--- config.mk ---
export PLATFORM = sky130hd
export DESIGN_NAME = pix2axis_bridge
export DESIGN_NICKNAME = d
export VERILOG_FILES = /design/src/rtl/pix2axis_pkg.sv /design/src/rtl/px_in_stage.sv /design/src/rtl/px_sof_track.sv /design/src/rtl/px_hold_emit.sv /design/src/rtl/px_line_count.sv /design/src/rtl/pix2axis_bridge.sv
export SDC_FILE = /design/constraint.sdc
export NUM_CORES = 1
export LEC_CHECK = 0
export BUFFER_PORTS_ARGS = -buffer_cell sky130_fd_sc_hd__buf_4
export CORE_AREA = 10 10 76 78
export DETAILED_ROUTE_END_ITERATION = 10
export DIE_AREA = 0 0 86 88
export PLACE_DENSITY = 0.72
export SLEW_MARGIN = 20
export SYNTH_ARGS = -nofsm -noshare
export SYNTH_HDL_FRONTEND = slang
export SYNTH_SLANG_ARGS = --single-unit
--- constraint.sdc ---
create_clock -name clk -period 1.7 [get_ports clk]
set_input_delay 0.255 -clock clk [delete_from_list [all_inputs] [get_ports clk]]
set_output_delay 0.255 -clock clk [all_outputs]
set_load 0.02 [all_outputs]
--- src/rtl/pix2axis_pkg.sv ---
package pix2axis_pkg;
   // sideband marks carried with a held pixel
   typedef struct packed {
      logic sof;
      logic eol;
   } beat_mark_t;

   function automatic int unsigned cnt_width(input int unsigned max_val);
      return (max_val < 2) ? 1 : $clog2(max_val + 1);
   endfunction
endpackage

--- src/rtl/px_in_stage.sv ---
module px_in_stage #(
   parameter int unsigned MSB_W     = 8,
   parameter int unsigned LSB_W     = 2,
   parameter int unsigned PIX_W     = MSB_W + LSB_W,
   parameter bit          INPUT_REG = 1'b0
) (
   input  logic             clk,
   input  logic             rst,
   input  logic             fv_i,
   input  logic             lv_i,
   input  logic [MSB_W-1:0] msb_i,
   input  logic [LSB_W-1:0] lsb_i,
   output logic             fv_o,
   output logic             cap_o,
   output logic [PIX_W-1:0] pix_o
);
   logic [PIX_W-1:0] joined;
   assign joined = {msb_i, lsb_i};

   generate
      if (INPUT_REG) begin : g_reg
         logic             fv_r, lv_r;
         logic [PIX_W-1:0] pix_r;
         always_ff @(posedge clk) begin
            if (rst) begin
               fv_r  <= 1'b0;
               lv_r  <= 1'b0;
               pix_r <= '0;
            end else begin
               fv_r  <= fv_i;
               lv_r  <= lv_i;
               pix_r <= joined;
            end
         end
         assign fv_o  = fv_r;
         assign cap_o = fv_r & lv_r;
         assign pix_o = pix_r;
      end else begin : g_comb
         assign fv_o  = fv_i;
         assign cap_o = fv_i & lv_i;
         assign pix_o = joined;
      end
   endgenerate
endmodule

--- src/rtl/px_sof_track.sv ---
module px_sof_track (
   input  logic clk,
   input  logic rst,
   input  logic fv_i,
   input  logic cap_i,
   output logic sof_o
);
   logic fv_q;
   logic armed;
   logic armed_now;

   assign armed_now = armed | (fv_i & ~fv_q);
   assign sof_o     = armed_now;

   always_ff @(posedge clk) begin
      if (rst) begin
         fv_q  <= 1'b0;
         armed <= 1'b0;
      end else begin
         fv_q  <= fv_i;
         armed <= cap_i ? 1'b0 : armed_now;
      end
   end
endmodule

--- src/rtl/px_hold_emit.sv ---
module px_hold_emit
   import pix2axis_pkg::*;
#(
   parameter int unsigned PIX_W = 10
) (
   input  logic             clk,
   input  logic             rst,
   input  logic             cap_i,
   input  logic [PIX_W-1:0] pix_i,
   input  logic             sof_i,
   output logic             busy_o,
   output logic             done_o,
   output logic             vld_o,
   output logic [PIX_W-1:0] data_o,
   output logic             user_o,
   output logic             last_o
);
   logic             held;
   logic [PIX_W-1:0] held_pix;
   beat_mark_t       held_mark;
   beat_mark_t       out_mark;

   assign busy_o = held;
   assign done_o = held & ~cap_i;
   assign user_o = out_mark.sof;
   assign last_o = out_mark.eol;

   always_ff @(posedge clk) begin
      if (rst) begin
         held      <= 1'b0;
         held_pix  <= '0;
         held_mark <= '0;
         vld_o     <= 1'b0;
         data_o    <= '0;
         out_mark  <= '0;
      end else begin
         vld_o    <= 1'b0;
         out_mark <= '0;
         if (cap_i) begin
            if (held) begin
               vld_o        <= 1'b1;
               data_o       <= held_pix;
               out_mark.sof <= held_mark.sof;
            end
            held          <= 1'b1;
            held_pix      <= pix_i;
            held_mark.sof <= sof_i;
            held_mark.eol <= 1'b0;
         end else if (held) begin
            vld_o        <= 1'b1;
            data_o       <= held_pix;
            out_mark.sof <= held_mark.sof;
            out_mark.eol <= 1'b1;
            held         <= 1'b0;
         end
      end
   end
endmodule

--- src/rtl/px_line_count.sv ---
module px_line_count #(
   parameter int unsigned LINE_MAX = 4095,
   parameter int unsigned CW       = 12
) (
   input  logic          clk,
   input  logic          rst,
   input  logic          cap_i,
   input  logic          busy_i,
   input  logic          done_i,
   output logic [CW-1:0] len_o
);
   localparam logic [CW-1:0] SAT = CW'(LINE_MAX);
   logic [CW-1:0] run;

   always_ff @(posedge clk) begin
      if (rst) begin
         run   <= '0;
         len_o <= '0;
      end else begin
         if (cap_i) begin
            if (!busy_i)
               run <= CW'(1);
            else if (run != SAT)
               run <= run + CW'(1);
         end
         if (done_i)
            len_o <= run;
      end
   end
endmodule

--- src/rtl/pix2axis_bridge.sv ---
module pix2axis_bridge
   import pix2axis_pkg::*;
#(
   parameter int unsigned MSB_W     = 8,
   parameter int unsigned LSB_W     = 2,
   parameter int unsigned LINE_MAX  = 4095,
   parameter bit          INPUT_REG = 1'b0,
   localparam int unsigned PIX_W    = MSB_W + LSB_W,
   localparam int unsigned CW       = cnt_width(LINE_MAX)
) (
   input  logic             clk,
   input  logic             rst,
   input  logic             frame_act,
   input  logic             line_act,
   input  logic [MSB_W-1:0] px_msb,
   input  logic [LSB_W-1:0] px_lsb,
   output logic [PIX_W-1:0] m_tdata,
   output logic             m_tvalid,
   input  logic             m_tready,
   output logic             m_tuser,
   output logic             m_tlast,
   output logic             ovf_flag,
   output logic [CW-1:0]    line_len
);
   generate
      if (MSB_W < 1 || LSB_W < 1) begin : g_bad_lane
         $error("pix2axis_bridge: both pixel lanes need at least one bit");
      end
      if (LINE_MAX < 1) begin : g_bad_max
         $error("pix2axis_bridge: LINE_MAX must be at least 1");
      end
   endgenerate

   logic             fv_s, cap_s, sof_s, busy_s, done_s;
   logic [PIX_W-1:0] pix_s;

   px_in_stage #(
      .MSB_W(MSB_W), .LSB_W(LSB_W), .PIX_W(PIX_W), .INPUT_REG(INPUT_REG)
   ) u_in (
      .clk(clk), .rst(rst), .fv_i(frame_act), .lv_i(line_act),
      .msb_i(px_msb), .lsb_i(px_lsb),
      .fv_o(fv_s), .cap_o(cap_s), .pix_o(pix_s)
   );

   px_sof_track u_sof (
      .clk(clk), .rst(rst), .fv_i(fv_s), .cap_i(cap_s), .sof_o(sof_s)
   );

   px_hold_emit #(.PIX_W(PIX_W)) u_hold (
      .clk(clk), .rst(rst), .cap_i(cap_s), .pix_i(pix_s), .sof_i(sof_s),
      .busy_o(busy_s), .done_o(done_s),
      .vld_o(m_tvalid), .data_o(m_tdata), .user_o(m_tuser), .last_o(m_tlast)
   );

   px_line_count #(.LINE_MAX(LINE_MAX), .CW(CW)) u_cnt (
      .clk(clk), .rst(rst), .cap_i(cap_s), .busy_i(busy_s),
      .done_i(done_s), .len_o(line_len)
   );

   // refused beats are lost; the flag remembers it
   always_ff @(posedge clk) begin
      if (rst)
         ovf_flag <= 1'b0;
      else if (m_tvalid && !m_tready)
         ovf_flag <= 1'b1;
   end
endmodule

Yosys cells after proc, flatten, opt, wreduce, memory -nomap -nowiden. Index checks and enable logic that the tools add are counted.

ROM bits: 0. Word-level logic and storage cells: 32. Register bits: 52. Memories kept: 0. Latch bits: 0. Memory bits (writable): 0. Output and inout bits: 26.

Bitwise gates (word level): 6. $add $sub $neg: 1. $lt $le $gt $ge: 0. $mul: 0. Shift operators: 0. Multiplexer cells: 7. Reduce and logical (&&, ||, !) cells: 4. Equal/unequal tests: 2. Div/mod/pow operators: 0.

Operators with widths (count): $mux 12 (2); $add 12x1->12 const B (1); $ne 12x12->1 const B (1); $mux 1 (4); $and 1x1->1 (3); $mux 2 (1); $ne 2x1->1 const B (1); $not 1->1 (2); $reduce_and 2->1 (1); $reduce_or 2->1 (1); $logic_and 1x1->1 (1); $logic_not 1->1 (1); $or 1x1->1 (1).

Longest topological paths before layout. Gate-level depths: netlist (run 1).

Depth after elaboration: 3. Gate-level depth with buffers: 6. Mapped depth without buffers: 5.

Cells and area by module. Synthesis (run 1) repeated with hierarchy kept, for this count alone.

Cells, all modules: 220. Area total of the unflattened synthesis: 2214.6 µm².

Modules (own cells, without submodules): px_line_count (area an instance 1132.3 µm², sequential area each 480.5 µm², times used 1, cells each 120); px_hold_emit (area an instance 877.1 µm², sequential area each 500.5 µm², times used 1, cells each 77); px_in_stage (area an instance 88.8 µm², sequential area each 0.0 µm², times used 1, cells each 12); px_sof_track (area an instance 77.6 µm², sequential area each 40.0 µm², times used 1, cells each 7); pix2axis_bridge (area an instance 38.8 µm², sequential area each 20.0 µm², times used 1, cells each 4).

Least setup slack after synthesis (run 1). Ideal clock, no wire load.

Path kind: register -> register. Start point: reg u_cnt.run[0]. End point: reg u_cnt.run[10]. Library setup time: 0.137 ns. Arrival: 1.404 ns. Period minus slack after synthesis: 1.541 ns. Buffers on the path: 0. Cell stages (with the launch flop): 6. Setup slack: 0.159 ns. Cell sequence: dfxtp_1 > ha_1 > nand3_2 > or4_1 > o21ai_0 > a211oi_1.

Longest elaborated chain between the ends: 3. Elaborated cells between the ends (all ways): 6. Those cells by class: add/sub (1); eq/ne (2); mux (2); reduce/logical (1).

RTL lines: from (decl) (RTL line px_line_count.sv:13) `logic [CW-1:0] run;`; from (signal assigned) (RTL line px_line_count.sv:24) `run <= run + CW'(1);`; $add 12x1->12 or $ne 12x12->1 (tied branches) (RTL line px_line_count.sv:24, px_line_count.sv:23); $mux 12 or $ne 2x1->1 (tied branches); $mux 12 or $reduce_and 2->1 (tied branches).

Several ways; a longest one is shown, not always the timed one. The select of a mux whose other input is x is not followed. A chain may end at the register's enable or synchronous reset.

Worst setup path in the final report (run 1).
Start point: reg u_cnt.run[0]. End point: reg u_cnt.run[5].

Same word-level chain as after synthesis.

==> impl_metrics.toml, run 1 <==
[placement]
port_buffers = 40
place_congestion = 0.909
hpwl_um = 3430
place_inst = 332

[pwr]
p_clk_frac = 0.325
cellLeakagePower_nw = 0.983
p_int_mw = 1.58
max-vdd-ir-drop_uv = 467
switching_share = 0.235
p_per_area_nw_per_um2 = 810
p_switching_mw = 0.485
comb_power_share = 0.069
seq_power_share = 0.606

[finish]
fillers = 404
utilization = 0.594
area_delta_synth_final_pct = 24.0
nets = 303
instances_no_fill = 339
diodes = 0
drive_gt1_frac = 0.240

[clocking]
clock_sink_count = 52
hold_buffers = 0
cts_setup_buffers = 0
clkTransAtPathRegs_ns = 0.09
cts_max_path_buffers = 2
clockRootBuffer = "clkbuf_8"
cts_max_level = 2
post_cts_resized = 0
cts_buffers = 5
clkLatencyLatePin_ns = 0.30
cts_tree = "yes"

[route]
dr.pass1.iters = 4
wire_per_inst_um = 14.0
drt_iter0_markers = 146
drt-total-wl_um = 4750
viasPerCell = 5.27
ant_nets = 0
drc = 0
vias = 1787

[timing]
hold_viol_final = 0
finalCriticalPeriod_ns = 1.63
grt_setup_unrepaired = "false"
setup_violations = 0
worst_pin_slew_ns = 0.370
min_period_over_period = 0.960
slew_headroom = 0.751
max_freq_mhz = 612
finalMaxSlewViolations = 0
skew_ns = 0.00654
tns_ns = 0

[critical_path]
required_ns = 1.93
path_max_fanout = 5
crit_arrival_ns = 1.86
crit_path_start_kind = "register"
criticalPathCategory = "register to register"
critPathCaptureType = "register"

[synth]
ys.warnings.count = 0
seq_area_frac_synth = 0.506
synth.avg_cell_area_um2 = 8.53
synth_cells = 241
synth_area_leaders = "dfxtp_1, nand2_1, a21oi_1"
yosysMostFrequentCell = "nand2_1"
synth_top_area_cell = "dfxtp_1"
synth_cell_types = 36
synth-seq-cells = 52
ys_async_sr_fraction = 0
synth_edf_count = 0
synth_top_area_frac = 0.506
ys.flop_type = "dfxtp_1"
syn_nets = 257
synthTopCellsByCount = "nand2_1, dfxtp_1, a21oi_1"
syn-cell-area_um2 = 2060

[grt]
grtUsageTotal = 0.126
grt_max_degree = 32
antenna_found_initial = 0
grt.overflow.total = 0
grt_pass1_wl_um = 7940
grt_pass1_vias = 1746

[floorplanning]
start_util = 0.479
io_pins = 41
dieArea_um2 = 7570
rows = 24
core_um2 = 4290
die_h_um = 88
dieWidth_um = 86

[flow_run]
maxCapViolCount = 0

[status]
outcome = "complete, no violations"

[min_path]
hp-class = "input port to register"
==> area by class of cell <==
cell class                 count  area [um2]  area share
multi-input combinational    169         933       0.366
timing repair buffer          55         413       0.162
tap                           52        65.1      0.0255
clock buffer                   5        68.8      0.0270
inverter                       4        15.0     0.00589
clock inverter                 2        12.5     0.00491
sequential                    52        1040       0.408
==> path summary, 6_finish.rpt <==
check                           slack [ns]            from        endpoint  cells past startpoint
worst max-delay path                  0.07    u_cnt.run[0]    u_cnt.run[5]                      6
worst min-delay path                  0.16        line_act   u_hold.busy_o                      2
worst max register to register        0.07    u_cnt.run[0]    u_cnt.run[5]                      6
worst min register to register        0.46  u_cnt.len_o[7]  u_cnt.len_o[7]                      2
==> per-stage QoR <==
stage / hold slack, ns / setup slack, ns / cell area, um2 / total power, mW
6_report: 0.165 / 0.0673 / 2550 / 2.07
5_1_grt: 0.171 / 0.00415 / 2550 / 2.15
4_1_cts: 0.161 / 0.0796 / 2550 / 2.08
3_5_place_dp: 0.448 / 0.106 / 2470 / 1.42
3_3_place_gp: 0.443 / 0.169 / 2470 / 1.42
2_1_floorplan: 0.334 / 0.159 / 2060 / 1.36
==> layer usage <==
metal / global-route usage / vias to the layer above / share of wire
met5: 0 / - / 0
met4: 0.0554 / 0 / 0.015
met3: 0.0418 / 9 / 0.082
met2: 0.201 / 55 / 0.45
met1: 0.150 / 803 / 0.45
li1: - / 920 / -
==> power groups by stage <==
stage                     logic (mW)  clock network [mW]  registers (mW)
after global routing           0.159               0.734            1.25
final                          0.143               0.671            1.25
after CTS                      0.145               0.686            1.25
after global placement         0.144                   0            1.28
after floorplan               0.0776                   0            1.28
after detailed placement       0.145                   0            1.28
==> cells by family (layout without fill, tap and decap cells) <==
logic type | after synthesis | in the layout | synth area share
simple gates | 104 | 104 | 0.245
fa+ha+maj | 1 | 1 | 0.00609
buf+inv | 20 | 66 | 0.0396
compound gates | 54 | 54 | 0.154
flops | 52 | 52 | 0.506
mux | 10 | 10 | 0.0487
==> cells in the final DEF (no fill, tap or decap) <==
| cell | n |
|---|---|
| and2_0 | 1 |
| a211oi_1 | 4 |
| clkinv_2 | 1 |
| nand3_2 | 3 |
| and3_1 | 3 |
| nand2_1 | 53 |
| inv_1 | 4 |
| buf_4 | 55 |
| nor4_4 | 1 |
| clkinvlp_4 | 1 |
| o21ai_0 | 6 |
| and2_1 | 2 |
| nand3_1 | 4 |
| a41oi_1 | 1 |
| a21o_1 | 1 |
| dfxtp_1 | 52 |
| nor4_1 | 2 |
| mux2i_1 | 10 |
| or4_1 | 3 |
| o31ai_1 | 3 |
| nand4b_1 | 1 |
| nor2_1 | 16 |
| or3b_1 | 1 |
| ha_1 | 1 |
| o221a_2 | 2 |
| o21a_1 | 1 |
| nor2b_1 | 1 |
| nor3_1 | 8 |
| o31a_1 | 1 |
| a31oi_1 | 3 |
| clkbuf_8 | 5 |
| nor4_2 | 1 |
| nand4_1 | 1 |
| a21oi_1 | 32 |
| nand2b_1 | 2 |
| or3_1 | 1 |
==> flip-flops by register name (all words and copies together) (netlist names) <==
name	count
u_cnt.len_o	12
u_cnt.run	12
u_sof.armed	1
u_hold.data_o	10
u_hold.user_o	1
ovf_flag	1
u_hold.last_o	1
u_hold.busy_o	1
u_hold.vld_o	1
u_sof.fv_q	1
u_hold.held_mark	1
u_hold.held_pix	10
==> worst max-delay path: stages (launching register included) <==
cell     delay (ns)
dfxtp_1        0.32
ha_1           0.23
nand2_1        0.12
nor4_2         0.06
buf_4          0.15
or4_1          0.50
a21oi_1        0.17
(Power assumes the default switching activity.)
==> run 2, diff against run 1 <==
--- a/config.mk
+++ b/config.mk
@@ -5,12 +5,11 @@
 export SDC_FILE = /design/constraint.sdc
 export NUM_CORES = 1
 export LEC_CHECK = 0
-export BUFFER_PORTS_ARGS = -buffer_cell sky130_fd_sc_hd__buf_4
+export BUFFER_PORTS_ARGS = -buffer_cell sky130_fd_sc_hd__buf_2
 export CORE_AREA = 10 10 76 78
 export DETAILED_ROUTE_END_ITERATION = 10
 export DIE_AREA = 0 0 86 88
 export PLACE_DENSITY = 0.72
-export SLEW_MARGIN = 20
 export SYNTH_ARGS = -nofsm -noshare
 export SYNTH_HDL_FRONTEND = slang
 export SYNTH_SLANG_ARGS = --single-unit
==> run 2 against run 1 <==
  * Combinational power shrank 7%
  * Clock skew grew 0.0038 ns
  * Setup slack gained 0.040 ns
  * Critical path depth is the same
  * Power grew 2.3%
  * Critical path type unchanged
  * Hold slack lost 0.0040 ns
  * Critical endpoint is now u_cnt.run[7]
==> impl_metrics.toml, run 2 (synthesized netlist as in run 1, its figures left out) <==
[status]
outcome = "complete, no violations"

[placement]
port_buffers = 40
hpwl_um = 3370
place_congestion = 0.878
place_ws_ns = 0.135
detailed_place.area_um2 = 2380

[pwr]
max-vdd-ir-drop_uv = 460
power_mw = 2.11
cellLeakagePower_nw = 0.994
p_per_area_nw_per_um2 = 853

[timing]
min_period_over_period = 0.937
finalCriticalPeriod_ns = 1.59
max_freq_mhz = 628
skew_ns = 0.0103
slew_headroom = 0.699
tns_ns = 0
hold_viol_final = 0
grt_setup_unrepaired = "false"
worst_pin_slew_ns = 0.450
fin_ws_ns = 0.108
finalMaxSlewViolations = 0
setup_violations = 0

[grt]
grtUsageTotal = 0.133
antenna_found_initial = 0
grt_pass1_vias = 1825
grt.overflow.total = 0
grtUsageMet2 = 0.213
met1_usage = 0.157
met3_usage = 0.0418
grt_pass1_wl_um = 8360
busiest_layer = "met2"
grt_max_degree = 23

[route]
drt_iter0_markers = 142
viasPerCell = 5.38
vias = 1841
wire_per_inst_um = 14.1
dr.pass1.iters = 4
ant_nets = 0
drt-total-wl_um = 4810
drc = 0

[critical_path]
criticalPathCategory = "register to register"
crit_path_start_kind = "register"
critPathCaptureType = "register"
critPathMaxStageDelay_ns = 0.50
required_ns = 1.96
crit_slowest_cell = "or4_1"
path_max_fanout = 5
path_cells = "ha_1, nand2_2, nor4_2, buf_4, or4_1, a21oi_1"
crit_arrival_ns = 1.85

[min_path]
hp-class = "input port to register"

[floorplanning]
start_util = 0.479
rows = 24
die_h_um = 88
core_um2 = 4290
dieArea_um2 = 7570
dieWidth_um = 86
io_pins = 41

[flow_run]
maxCapViolCount = 0

[finish]
final_area_um2 = 2480
nets = 305
drive_gt1_frac = 0.252
layout_common_cells = "nand2_1, dfxtp_1, buf_2, a21oi_1, buf_4"
area_delta_synth_final_pct = 20.5
reg.largest.list = "u_cnt.len_o x12, u_cnt.run x12"
utilization = 0.577
diodes = 0

[clocking]
cts_buffers = 5
cts_max_level = 2
cts_tree = "yes"
clkTransAtPathRegs_ns = 0.10
cts_max_path_buffers = 2
cts_setup_buffers = 0
clock_sink_count = 52
clockRootBuffer = "clkbuf_8"
clkLatencyLatePin_ns = 0.32
-- run 2: final cells by class --
cell class                      count  area [um2]
Fill cell                         419        1820
Multi-Input combinational cell    169         936
Tap cell                           52        65.1
Clock inverter                      3        22.5
Sequential cell                    52        1040
Timing Repair Buffer               57         328
Inverter                            4        15.0
Clock buffer                        5        68.8
-- run 2: critical path, delay by kind of cell, from the launching register on --
kind	cells	cell delay [ns]
adders and majority gates	1	0.25
and+or+nand+nor	3	0.66
AOI/OAI and AO/OA	1	0.15
DFF	1	0.33
buffers and inverters	1	0.15
-- run 2: path summary, 6_finish.rpt --
kind	start	to	slack, ns	cells past startpoint
max	u_cnt.run[0]	u_cnt.run[7]	0.11	6
min	px_msb[6]	u_hold.held_pix[8]	0.16	3
min reg2reg	u_cnt.len_o[7]	u_cnt.len_o[7]	0.46	2
max reg2reg	u_cnt.run[0]	u_cnt.run[7]	0.11	6
-- run 2: layer usage --
| metal | routed length (um) | vias to the layer above | part of all wire |
|---|---|---|---|
| li1 | - | 934 | - |
| met1 | 2240 | 841 | 0.47 |
| met2 | 2130 | 58 | 0.44 |
| met3 | 337 | 8 | 0.070 |
| met4 | 99 | 0 | 0.021 |
| met5 | 0 | - | 0 |
-- run 2: timing repair --
item                                    CTS  global route
endpoints found under the setup margin    0             2
hold buffers                              0             0
resized for setup                         0             2
-- run 2: where the power goes --
part	leakage, nW	switching [mW]	internal, mW	total [mW]
Clock	0.0485	0.433	0.296	0.728
Sequential	0.421	0.0114	1.24	1.25
Combinational	0.524	0.0834	0.0499	0.133
-- run 2: stage by stage --
| stage | hold WS (ns) | instances |
|---|---|---|
| 4_1_cts | 0.153 | 342 |
| 3_5_place_dp | 0.444 | 334 |
| 3_3_place_gp | 0.440 | 334 |
| 6_report | 0.161 | 342 |
| 2_1_floorplan | 0.334 | 241 |
| 5_1_grt | 0.151 | 342 |
